### src/rtl/subslp_pkg.sv
package subslp_pkg;

   typedef enum logic [1:0] {
      MODE_ACTIVE  = 2'b00,
      MODE_SUBSLP  = 2'b01,
      MODE_HWSTBY  = 2'b10
   } pmode_t;

   localparam int CFG_BITS = 3;

endpackage

### src/rtl/subslp_entry_qual.sv
module subslp_entry_qual
   import subslp_pkg::*;
#(
   parameter logic [CFG_BITS-1:0] ENTRY_CODE = 3'b011
) (
   input  logic                sleep_strobe,
   input  logic [CFG_BITS-1:0] cfg_bits,
   output logic                sleep_go,
   output logic                sleep_bad
);

   logic code_match;

   assign code_match = (cfg_bits == ENTRY_CODE);
   assign sleep_go   = sleep_strobe &  code_match;
   assign sleep_bad  = sleep_strobe & ~code_match;

endmodule

### src/rtl/subslp_wake_qual.sv
module subslp_wake_qual #(
   parameter int N_EXT = 13,
   parameter int N_INT = 8
) (
   input  logic [N_EXT-1:0] ext_req,
   input  logic [N_EXT-1:0] ext_en,
   input  logic [N_INT-1:0] int_req,
   input  logic [N_INT-1:0] int_en,
   input  logic             cpu_mask,
   output logic             wake_any
);

   logic [N_EXT-1:0] ext_hit;
   logic [N_INT-1:0] int_hit;

   for (genvar e = 0; e < N_EXT; e++) begin : g_ext
      assign ext_hit[e] = ext_req[e] & ext_en[e];
   end

   for (genvar p = 0; p < N_INT; p++) begin : g_int
      assign int_hit[p] = int_req[p] & int_en[p] & ~cpu_mask;
   end

   assign wake_any = (|ext_hit) | (|int_hit);

endmodule

### src/rtl/subslp_clk_map.sv
module subslp_clk_map
   import subslp_pkg::*;
#(
   parameter int                  N_PERIPH  = 16,
   parameter logic [N_PERIPH-1:0] KEEP_MASK = '0
) (
   input  pmode_t              cur_mode,
   output logic                cpu_clk_en,
   output logic [N_PERIPH-1:0] periph_clk_en,
   output logic                adc_clk_en,
   output logic                adc_retained
);

   logic is_active;
   logic is_subslp;

   assign is_active = (cur_mode == MODE_ACTIVE);
   assign is_subslp = (cur_mode == MODE_SUBSLP);

   for (genvar k = 0; k < N_PERIPH; k++) begin : g_periph
      if (KEEP_MASK[k]) begin : g_keep
         assign periph_clk_en[k] = is_active | is_subslp;
      end else begin : g_gate
         assign periph_clk_en[k] = is_active;
      end
   end

   assign cpu_clk_en   = is_active;
   assign adc_clk_en   = is_active;
   assign adc_retained = is_active;

endmodule

### src/rtl/subslp_ctrl.sv
module subslp_ctrl
   import subslp_pkg::*;
#(
   parameter int                  N_EXT     = 13,
   parameter int                  N_INT     = 8,
   parameter int                  N_PERIPH  = 16,
   parameter logic [N_PERIPH-1:0] KEEP_MASK = 16'h003F
) (
   input  logic                clk,
   input  logic                rst_n,
   input  logic                standby_req_n,
   input  logic                sleep_strobe,
   input  logic                cfg_stdby_sel,
   input  logic                cfg_lowspd_on,
   input  logic                cfg_wdt_subclk,
   input  logic [N_EXT-1:0]    ext_req,
   input  logic [N_EXT-1:0]    ext_en,
   input  logic [N_INT-1:0]    int_req,
   input  logic [N_INT-1:0]    int_en,
   input  logic                cpu_mask,
   output logic                cpu_clk_en,
   output logic [N_PERIPH-1:0] periph_clk_en,
   output logic                adc_clk_en,
   output logic                adc_retained,
   output logic                wake_pulse,
   output logic                sleep_reject,
   output logic [1:0]          mode
);

   localparam int N_SRC = N_EXT + N_INT;

   if (N_EXT < 1) begin : g_bad_ext
      $error("subslp_ctrl: N_EXT must be at least 1");
   end
   if (N_INT < 1) begin : g_bad_int
      $error("subslp_ctrl: N_INT must be at least 1");
   end
   if (N_PERIPH < 1) begin : g_bad_periph
      $error("subslp_ctrl: N_PERIPH must be at least 1");
   end
   if (N_SRC > 64) begin : g_bad_src
      $error("subslp_ctrl: too many wake sources");
   end

   pmode_t state_q, state_d;
   logic   sleep_go, sleep_bad, wake_any;
   logic   wake_d, reject_d;
   logic   wake_q, reject_q;

   subslp_entry_qual #(
      .ENTRY_CODE (3'b011)
   ) u_entry (
      .sleep_strobe (sleep_strobe),
      .cfg_bits     ({cfg_stdby_sel, cfg_lowspd_on, cfg_wdt_subclk}),
      .sleep_go     (sleep_go),
      .sleep_bad    (sleep_bad)
   );

   subslp_wake_qual #(
      .N_EXT (N_EXT),
      .N_INT (N_INT)
   ) u_wake (
      .ext_req  (ext_req),
      .ext_en   (ext_en),
      .int_req  (int_req),
      .int_en   (int_en),
      .cpu_mask (cpu_mask),
      .wake_any (wake_any)
   );

   always_comb begin
      state_d  = state_q;
      wake_d   = 1'b0;
      reject_d = 1'b0;
      if (!standby_req_n) begin
         state_d = MODE_HWSTBY;
      end else begin
         unique case (state_q)
            MODE_ACTIVE: begin
               if (sleep_go) begin
                  state_d = MODE_SUBSLP;
               end else if (sleep_bad) begin
                  reject_d = 1'b1;
               end
            end
            MODE_SUBSLP: begin
               if (wake_any) begin
                  state_d = MODE_ACTIVE;
                  wake_d  = 1'b1;
               end
            end
            MODE_HWSTBY: state_d = MODE_HWSTBY;
            default:     state_d = MODE_ACTIVE;
         endcase
      end
   end

   always_ff @(posedge clk or negedge rst_n) begin
      if (!rst_n) begin
         state_q  <= MODE_ACTIVE;
         wake_q   <= 1'b0;
         reject_q <= 1'b0;
      end else begin
         state_q  <= state_d;
         wake_q   <= wake_d;
         reject_q <= reject_d;
      end
   end

   subslp_clk_map #(
      .N_PERIPH  (N_PERIPH),
      .KEEP_MASK (KEEP_MASK)
   ) u_clkmap (
      .cur_mode      (state_q),
      .cpu_clk_en    (cpu_clk_en),
      .periph_clk_en (periph_clk_en),
      .adc_clk_en    (adc_clk_en),
      .adc_retained  (adc_retained)
   );

   assign wake_pulse   = wake_q;
   assign sleep_reject = reject_q;
   assign mode         = state_q;

endmodule

### config.mk
export PLATFORM = sky130hd
export DESIGN_NAME = subslp_ctrl
export DESIGN_NICKNAME = d
export VERILOG_FILES = /design/src/rtl/subslp_pkg.sv /design/src/rtl/subslp_entry_qual.sv /design/src/rtl/subslp_wake_qual.sv /design/src/rtl/subslp_clk_map.sv /design/src/rtl/subslp_ctrl.sv
export SDC_FILE = /design/constraint.sdc
export NUM_CORES = 1
export LEC_CHECK = 0
export ABC_AREA = 0
export BUFFER_PORTS_ARGS = -buffer_cell sky130_fd_sc_hd__buf_4
export CORE_MARGIN = 3
export CORE_UTILIZATION = 26
export CTS_BUF_LIST = sky130_fd_sc_hd__clkbuf_16
export DETAILED_ROUTE_END_ITERATION = 6
export GPL_TIMING_DRIVEN = 1
export MAX_ROUTING_LAYER = met4
export PLACE_DENSITY = 0.76
export SLEW_MARGIN = 20
export SYNTH_ARGS = -nofsm -noshare
export SYNTH_HDL_FRONTEND = slang
export SYNTH_HIERARCHICAL = 1
export SYNTH_SLANG_ARGS = --single-unit
### constraint.sdc
create_clock -name clk -period 1.76 [get_ports clk]
set_clock_uncertainty 0.05 [all_clocks]
set_input_delay 0.264 -clock clk [delete_from_list [all_inputs] [get_ports clk]]
set_output_delay 0.264 -clock clk [all_outputs]
set_load 0.01 [all_outputs]
==> summary.md, run 1 <==
| Metric | Value |
|---|---|
| CP bufs+invs | 2 |
| Peak VDD IR | 0.482 mV |
| Hold_buf cts | 1 |
| Reg-to-reg slack, setup | 800 ps |
| Max_cap viols | 0 |
| Clock transition at path regs | 30 ps |
| Min-delay worst type | in -> reg |
| Most used DFF post-synth | dfrtp_1 |
| Average cell area after synthesis | 8.89 µm² |
| Register area share after synthesis | 23.5% |
| Post-synthesis cell type count | 16 |
| Endpoints failing hold | 0 |
| Worst Hold Endpoint | mode[1] |
| Placeable Area | 1420 µm² |
| # diodes | 0 |
| TNS Setup | 0 ps |
| Initial antenna violation count | 0 |
| Crit path time final | 1410 ps |
| Synth top area share | 29.9% |
| Mapped Area | 427 µm² |
| Area Growth Syn to Fin | 123% |
| IO buf count | 72 |
| Root buffer cell | clkbuf_16 |
| First-pass GRT wire length | 2.20 mm |
| Num CTS Buffers | 3 |
| Via-to-Cell Ratio | 4.72 |
| Layout cell share with drive strength beyond 1 | 73.1% |
| Critical Path Source Type | flop |
| Final Cycle Share | 80.1% |
| Worst-path cell chain | nor2_1, buf_4, buf_4 |
| Worst slew margin | 79.1% |
| Detailed-router iteration count before antenna repair | 4 |
| Worst setup margin | 351 ps |
| Most frequent cells in the layout | buf_4 (73), a22oi_1 (9), dfrtp_1 (4), nor2_1 (3), clkbuf_16 (3) |
| Worst Path Arrival | 1100 ps |
| Crit. End Element | output port |
| Vias | 580 |
| Largest net degree at the start of global routing | 14 |
| Worst-skew pair later-pin latency | 220 ps |
| Fin nets | 160 |
| Synth area leader | buf_4 |
| Number of global-route vias before repair | 564 |
| Ys Warns | 6 |
| Cell family with most CP delay | flip-flops |
| Die Span Y | 46.5 µm |
| Grt total ovfl | 0 |
| Status | finished clean |
| P_leak | 0.537 nW |
| Storage cell area | 100 µm² |
| Setup CP Type | reg -> out |
| Setup Viol. Count Final | 0 |
| IO Count | 73 |
| Multi-input gate area | 191 µm² |
| Largest stage delay, worst path | 440 ps |
| Gp weighted congestion | 0.646 |
| Routed len/inst | 12.8 µm |
| Worst hold start | standby_req_n |
| Required @ worst endpoint | 1450 ps |
| Drc violations | 0 |
| F_max | 709 MHz |
| Fill cells | 119 |
| Reg2reg end | sleep_reject |
| Chip width | 46.5 µm |
| RSZ-0062 raised after global routing | false |
| Die area | 2160 µm² |
| Least-Margin Pin Slew | 313 ps |
| CTS resizes | 0 |
| Synthesized net count | 98 |
| Setup WS pre-CTS | 169 ps |
| Slowest cell on the critical path | dfrtp_1 |
| H-Tree Depth | 1 |
| Synth area leaders | buf_4 (30%), dfrtp_1 (23%), a22oi_1 (16%) |
| Post CTS Setup Buffer Count | 0 |
| Cells after Synth | 48 |
| Worst Setup SP | mode[0] |
| Cell area power density | 585 nW/µm² |
| Number of enable flip-flop cells after synthesis | 0 |
| Global-route usage over all layers | 15.7% |
| Row count | 13 |
| FFs w/ async S/R, synth | 100% |
| Yosys reg bits | 4 |
| Worst hold stages | 2 |
| Most frequent CP cell | buf_4 |
| R2R depth | 2 |
| Maximum buffer depth of the clock tree | 2 |
| Crit Path Max Fanout | 13 |
| Effective utilization at floorplan | 30.2% |
| DRT antenna net count | 0 |
| Slew Viols, Final | 0 |
| CTS tree | yes |
| Most common cell after layout, fill and taps aside | buf_4 |
| Reg-to-reg critical path startpoint | mode[1] |
| Clock sinks | 4 |
| Final WL | 1.57 mm |
| Initial drt markers | 11 |
==> cell usage after synthesis, drive strengths merged, types with 2 or more instances <==
master,instances
nand2,2
nor3b,2
nand3,2
inv,2
a22oi,9
dfrtp,4
nor2,3
buf,17
==> cell type report <==
class	instances	share of cell area, %
Tap cell	15	1.97
Sequential cell	4	10.5
Timing Repair Buffer	74	58.7
Inverter	2	0.789
Multi-Input combinational cell	25	20.1
Clock buffer	3	7.89
==> where the power goes <==
part	total, mW	switching (mW)	internal, mW	leakage (nW)
clock network	0.355	0.0645	0.290	0.0370
logic	0.109	0.0266	0.0827	0.449
registers	0.0926	0.0000000000000000883	0.0926	0.0507
==> worst register-to-register path: cells and delay by family (launching register included) <==
family / cells / cell delay (ps)
simple gates: 2 / 420
flops: 1 / 410
==> cells by family (layout without fill, tap and decap cells) <==
logic type	count (synthesis)	after routing	synth area share, %
flip-flops	4	4	23.5
buffers and inverters	19	79	31.7
AO/OA/AOI/OAI	13	13	23.2
AND/OR/NAND/NOR	12	12	21.7
==> flip-flops by register name, indices dropped and copies added, names as in the netlist <==
| register | cells |
|---|---|
| sleep_reject | 1 |
| mode | 2 |
| wake_pulse | 1 |
==> metal layers <==
metal / vias up / wire (µm) / track usage (%) / part of all wire [%]
li1: 280 / - / - / -
met1: 243 / 497 / 15.4 / 32
met2: 55 / 768 / 24.7 / 49
met3: 2 / 301 / 9.38 / 19
met4: 0 / 6 / 6.82 / 0.38
met5: - / 0 / - / 0
==> per-stage QoR <==
stage / instance area (µm²) / total power [mW] / hold WS (ps) / instances / utilization [%]
after floorplan: 427 / 0.113 / -81.6 / 48 / -
after global placement: 866 / 0.198 / 10.4 / 119 / 61.2
after detailed placement: 866 / 0.201 / 10.6 / 119 / 61.2
after CTS: 951 / 0.569 / 206 / 123 / 67.2
after global routing: 951 / 0.582 / 213 / 123 / 67.2
final: 951 / 0.557 / 206 / 123 / 67.2
==> worst max path at each step <==
stage	to	slack, ps	cells after the start
4_1_cts	cpu_clk_en	330	3
3_3_place_gp	mode[0]	210	6
3_5_place_dp	mode[0]	170	6
5_1_grt	mode[0]	190	6
6_report	cpu_clk_en	350	3
2_1_floorplan	adc_retained	190	2
(Power assumes the default switching activity.)
==> run 2: changes to the inputs <==
==> constraint.sdc (replaced) <==
create_clock -name clk -period 1.3 [get_ports clk]
set_clock_uncertainty 0.05 [all_clocks]
set_input_delay 0.195 -clock clk [delete_from_list [all_inputs] [get_ports clk]]
set_output_delay 0.195 -clock clk [all_outputs]
set_load 0.01 [all_outputs]
==> run 2 against run 1 <==
Net effect: hold slack worse by 47 ps; combinational power is 39% higher; total power increased by 35%; first-iteration DRC count increased by 45%; non-clock buffer count increased by 1; final cell count up 1.6%; global-route usage is 0.72 points higher; critical path depth unchanged; highest routed layer unchanged.
==> summary.md, run 2 (synthesis results as in run 1) <==
| Metric | Value |
|---|---|
| Most frequent cells in the layout | buf_4 (73), a22oi_1 (9), clkbuf_16 (3) (was buf_4 (73), a22oi_1 (9), dfrtp_1 (4), nor2_1 (3), clkbuf_16 (3)) |
| Grt total ovfl | 0 (unchanged) |
| Slew Viols, Final | 0 (unchanged) |
| Critical Path Source Type | flop (unchanged) |
| DRT antenna net count | 0 (unchanged) |
| Row count | 13 (unchanged) |
| Post CTS Setup Buffer Count | 0 (unchanged) |
| Sequential Power Share | 16.7% (was 16.6%) |
| Worst Path Arrival | 1010 ps (was 1100 ps) |
| Required @ worst endpoint | 1050 ps (was 1450 ps) |
| Endpoints failing hold | 0 (unchanged) |
| Cell family with most CP delay | flip-flops (unchanged) |
| Least-Margin Pin Slew | 291 ps (was 313 ps) |
| Reg-to-reg critical path startpoint | mode[1] (unchanged) |
| Setup WS pre-CTS | -176 ps (was 169 ps) |
| Largest stage delay, worst path | 430 ps (was 440 ps) |
| Peak VDD IR | 0.705 mV (was 0.482 mV) |
| Min-delay worst type | in -> reg (unchanged) |
| F_max | 799 MHz |
| Die Span Y | 46.5 µm (unchanged) |
| Vias | 612 (was 580) |
| Placeable Area | 1420 µm² (unchanged) |
| Fill cells | 123 (was 119) |
| Clock transition at path regs | 30 ps (about the same) |
| Worst-path cell chain | buf_4, inv_4, buf_4 (was nor2_1, buf_4, buf_4) |
| Effective utilization at floorplan | 30.2% (unchanged) |
| Clock sinks | 4 (unchanged) |
| First-pass GRT wire length | 2.30 mm (was 2.20 mm) |
| Net Switching | 0.118 mW (was 0.0910 mW) |
| Comb pwr share | 20.1% (was 19.6%) |
| Worst-skew pair later-pin latency | 220 ps (about the same) |
| Root buffer cell | clkbuf_16 (unchanged) |
| Initial antenna violation count | 0 (unchanged) |
| Global-route usage over all layers | 16.4% (was 15.7%) |
| R2R depth | 3 (was 2) |
| Worst slew margin | 80.6% (was 79.1%) |
| P_leak | 0.544 nW (was 0.537 nW) |
| Chip width | 46.5 µm (unchanged) |
| Reg-to-reg slack, setup | 140 ps (was 800 ps) |
| Clk network pwr share | 63.2% (was 63.7%) |
| Fin nets | 162 (was 160) |
| Crit path time final | 1250 ps |
| Maximum buffer depth of the clock tree | 2 (unchanged) |
| H-Tree Depth | 1 (unchanged) |
| Routed len/inst | 14.1 µm (was 12.8 µm) |
| Most frequent CP cell | buf_4 (unchanged) |
| Initial drt markers | 16 (was 11) |
| Gp weighted congestion | 0.688 (was 0.646) |
| Critical path depth | 3 (unchanged) |
| CTS tree | yes (unchanged) |
| CP endpoint | periph_clk_en[2] (was cpu_clk_en) |
| Hold slack | 158 ps (was 206 ps) |
| Final WL | 1.76 mm (was 1.57 mm) |
| Internal Power | 0.631 mW (was 0.466 mW) |
| Final Cycle Share | 96.3% |
| Area Growth Syn to Fin | 132% (was 123%) |
| IO Count | 73 (unchanged) |
| Setup Viol. Count Final | 0 (unchanged) |
| Layout cell share with drive strength beyond 1 | 78.2% (was 73.1%) |
| Storage cell area | 103 µm² (was 100 µm²) |
| Via-to-Cell Ratio | 4.90 (was 4.72) |
| Max reg flops | 2 (unchanged) |
| Status | finished clean (unchanged) |
| DP HPWL | 1.45 mm |
| Worst Setup SP | mode[1] (was mode[0]) |
| Worst setup margin | 48.1 ps (was 351 ps) |
| Drc violations | 0 (unchanged) |
| Die area | 2160 µm² (unchanged) |
| Detailed-router iteration count before antenna repair | 4 (unchanged) |
| Switch share | 15.8% (was 16.4%) |
| Max_cap viols | 0 (unchanged) |
| Num CTS Buffers | 3 (unchanged) |
| Setup CP Type | reg -> out (unchanged) |
| Slowest cell on the critical path | dfrtp_2 (was dfrtp_1) |
| Crit Path Max Fanout | 6 (was 13) |
| Cell area power density | 756 nW/µm² (was 585 nW/µm²) |
| Number of global-route vias before repair | 570 (was 564) |
| Multi-input gate area | 215 µm² (was 191 µm²) |
| Crit. End Element | output port (unchanged) |
| Most common cell after layout, fill and taps aside | buf_4 (unchanged) |
| IO buf count | 72 (unchanged) |
| Reg2reg end | sleep_reject (unchanged) |
| # diodes | 0 (unchanged) |
| CP bufs+invs | 3 (was 2) |
| Largest net degree at the start of global routing | 14 (unchanged) |
-- run 2: routing by layer --
metal	global-route usage, %	vias to the layer above	wire [µm]
li1	-	286	-
met1	18.1	268	609
met2	25.5	56	844
met3	5.86	2	300
met4	8.52	0	7
met5	-	-	0
-- run 2: final cells by class --
| class | count | share of cell area, % |
|---|---|---|
| Sequential cell | 4 | 10.4 |
| Clock buffer | 3 | 7.58 |
| Inverter | 2 | 1.01 |
| Tap cell | 15 | 1.89 |
| Multi-Input combinational cell | 26 | 21.7 |
| Timing Repair Buffer | 75 | 57.4 |
-- run 2: power by group through the flow --
stage | logic (mW) | clock network, mW | registers, mW
after CTS | 0.150 | 0.482 | 0.125
after detailed placement | 0.146 | 0 | 0.127
after floorplan | 0.0269 | 0 | 0.127
after global routing | 0.164 | 0.494 | 0.125
final | 0.151 | 0.473 | 0.125
after global placement | 0.144 | 0 | 0.127
-- run 2: metrics by stage --
step / instances / setup TNS, ps / cell area [µm²] / power, mW / utilization [%]
floorplan: 48 / 0 / 434 / 0.154 / -
global placement: 120 / -249 / 881 / 0.271 / 62.2
detailed placement: 120 / -284 / 881 / 0.273 / 62.2
CTS: 124 / -0.896 / 971 / 0.757 / 68.6
global route: 125 / -2.50 / 991 / 0.783 / 70.0
finish: 125 / 0 / 991 / 0.749 / 70.0
-- run 2: worst min-delay path by stage --
stage | start | to | slack (ps) | cells past startpoint
2_1_floorplan | rst_n | mode[0] | -150 | 0
5_1_grt | standby_req_n | mode[1] | 190 | 2
6_report | standby_req_n | mode[1] | 160 | 2
4_1_cts | standby_req_n | mode[1] | 170 | 2
3_5_place_dp | rst_n | wake_pulse | -60 | 1
3_3_place_gp | rst_n | sleep_reject | -60 | 1
-- run 2: worst reg2reg max path: stages, from the launching register on --
cell	delay, ps
dfrtp_2	430
buf_4	170
nand2b_4	170
nor4b_4	250
-- run 2: what timing repair did --
action,4_1_cts,5_1_grt
cloned,0,1
gates resized for setup,2,5
hold buffers,1,0
endpoints found under the setup margin,13,14
hold endpoints to repair,4,0
pin swaps,0,5
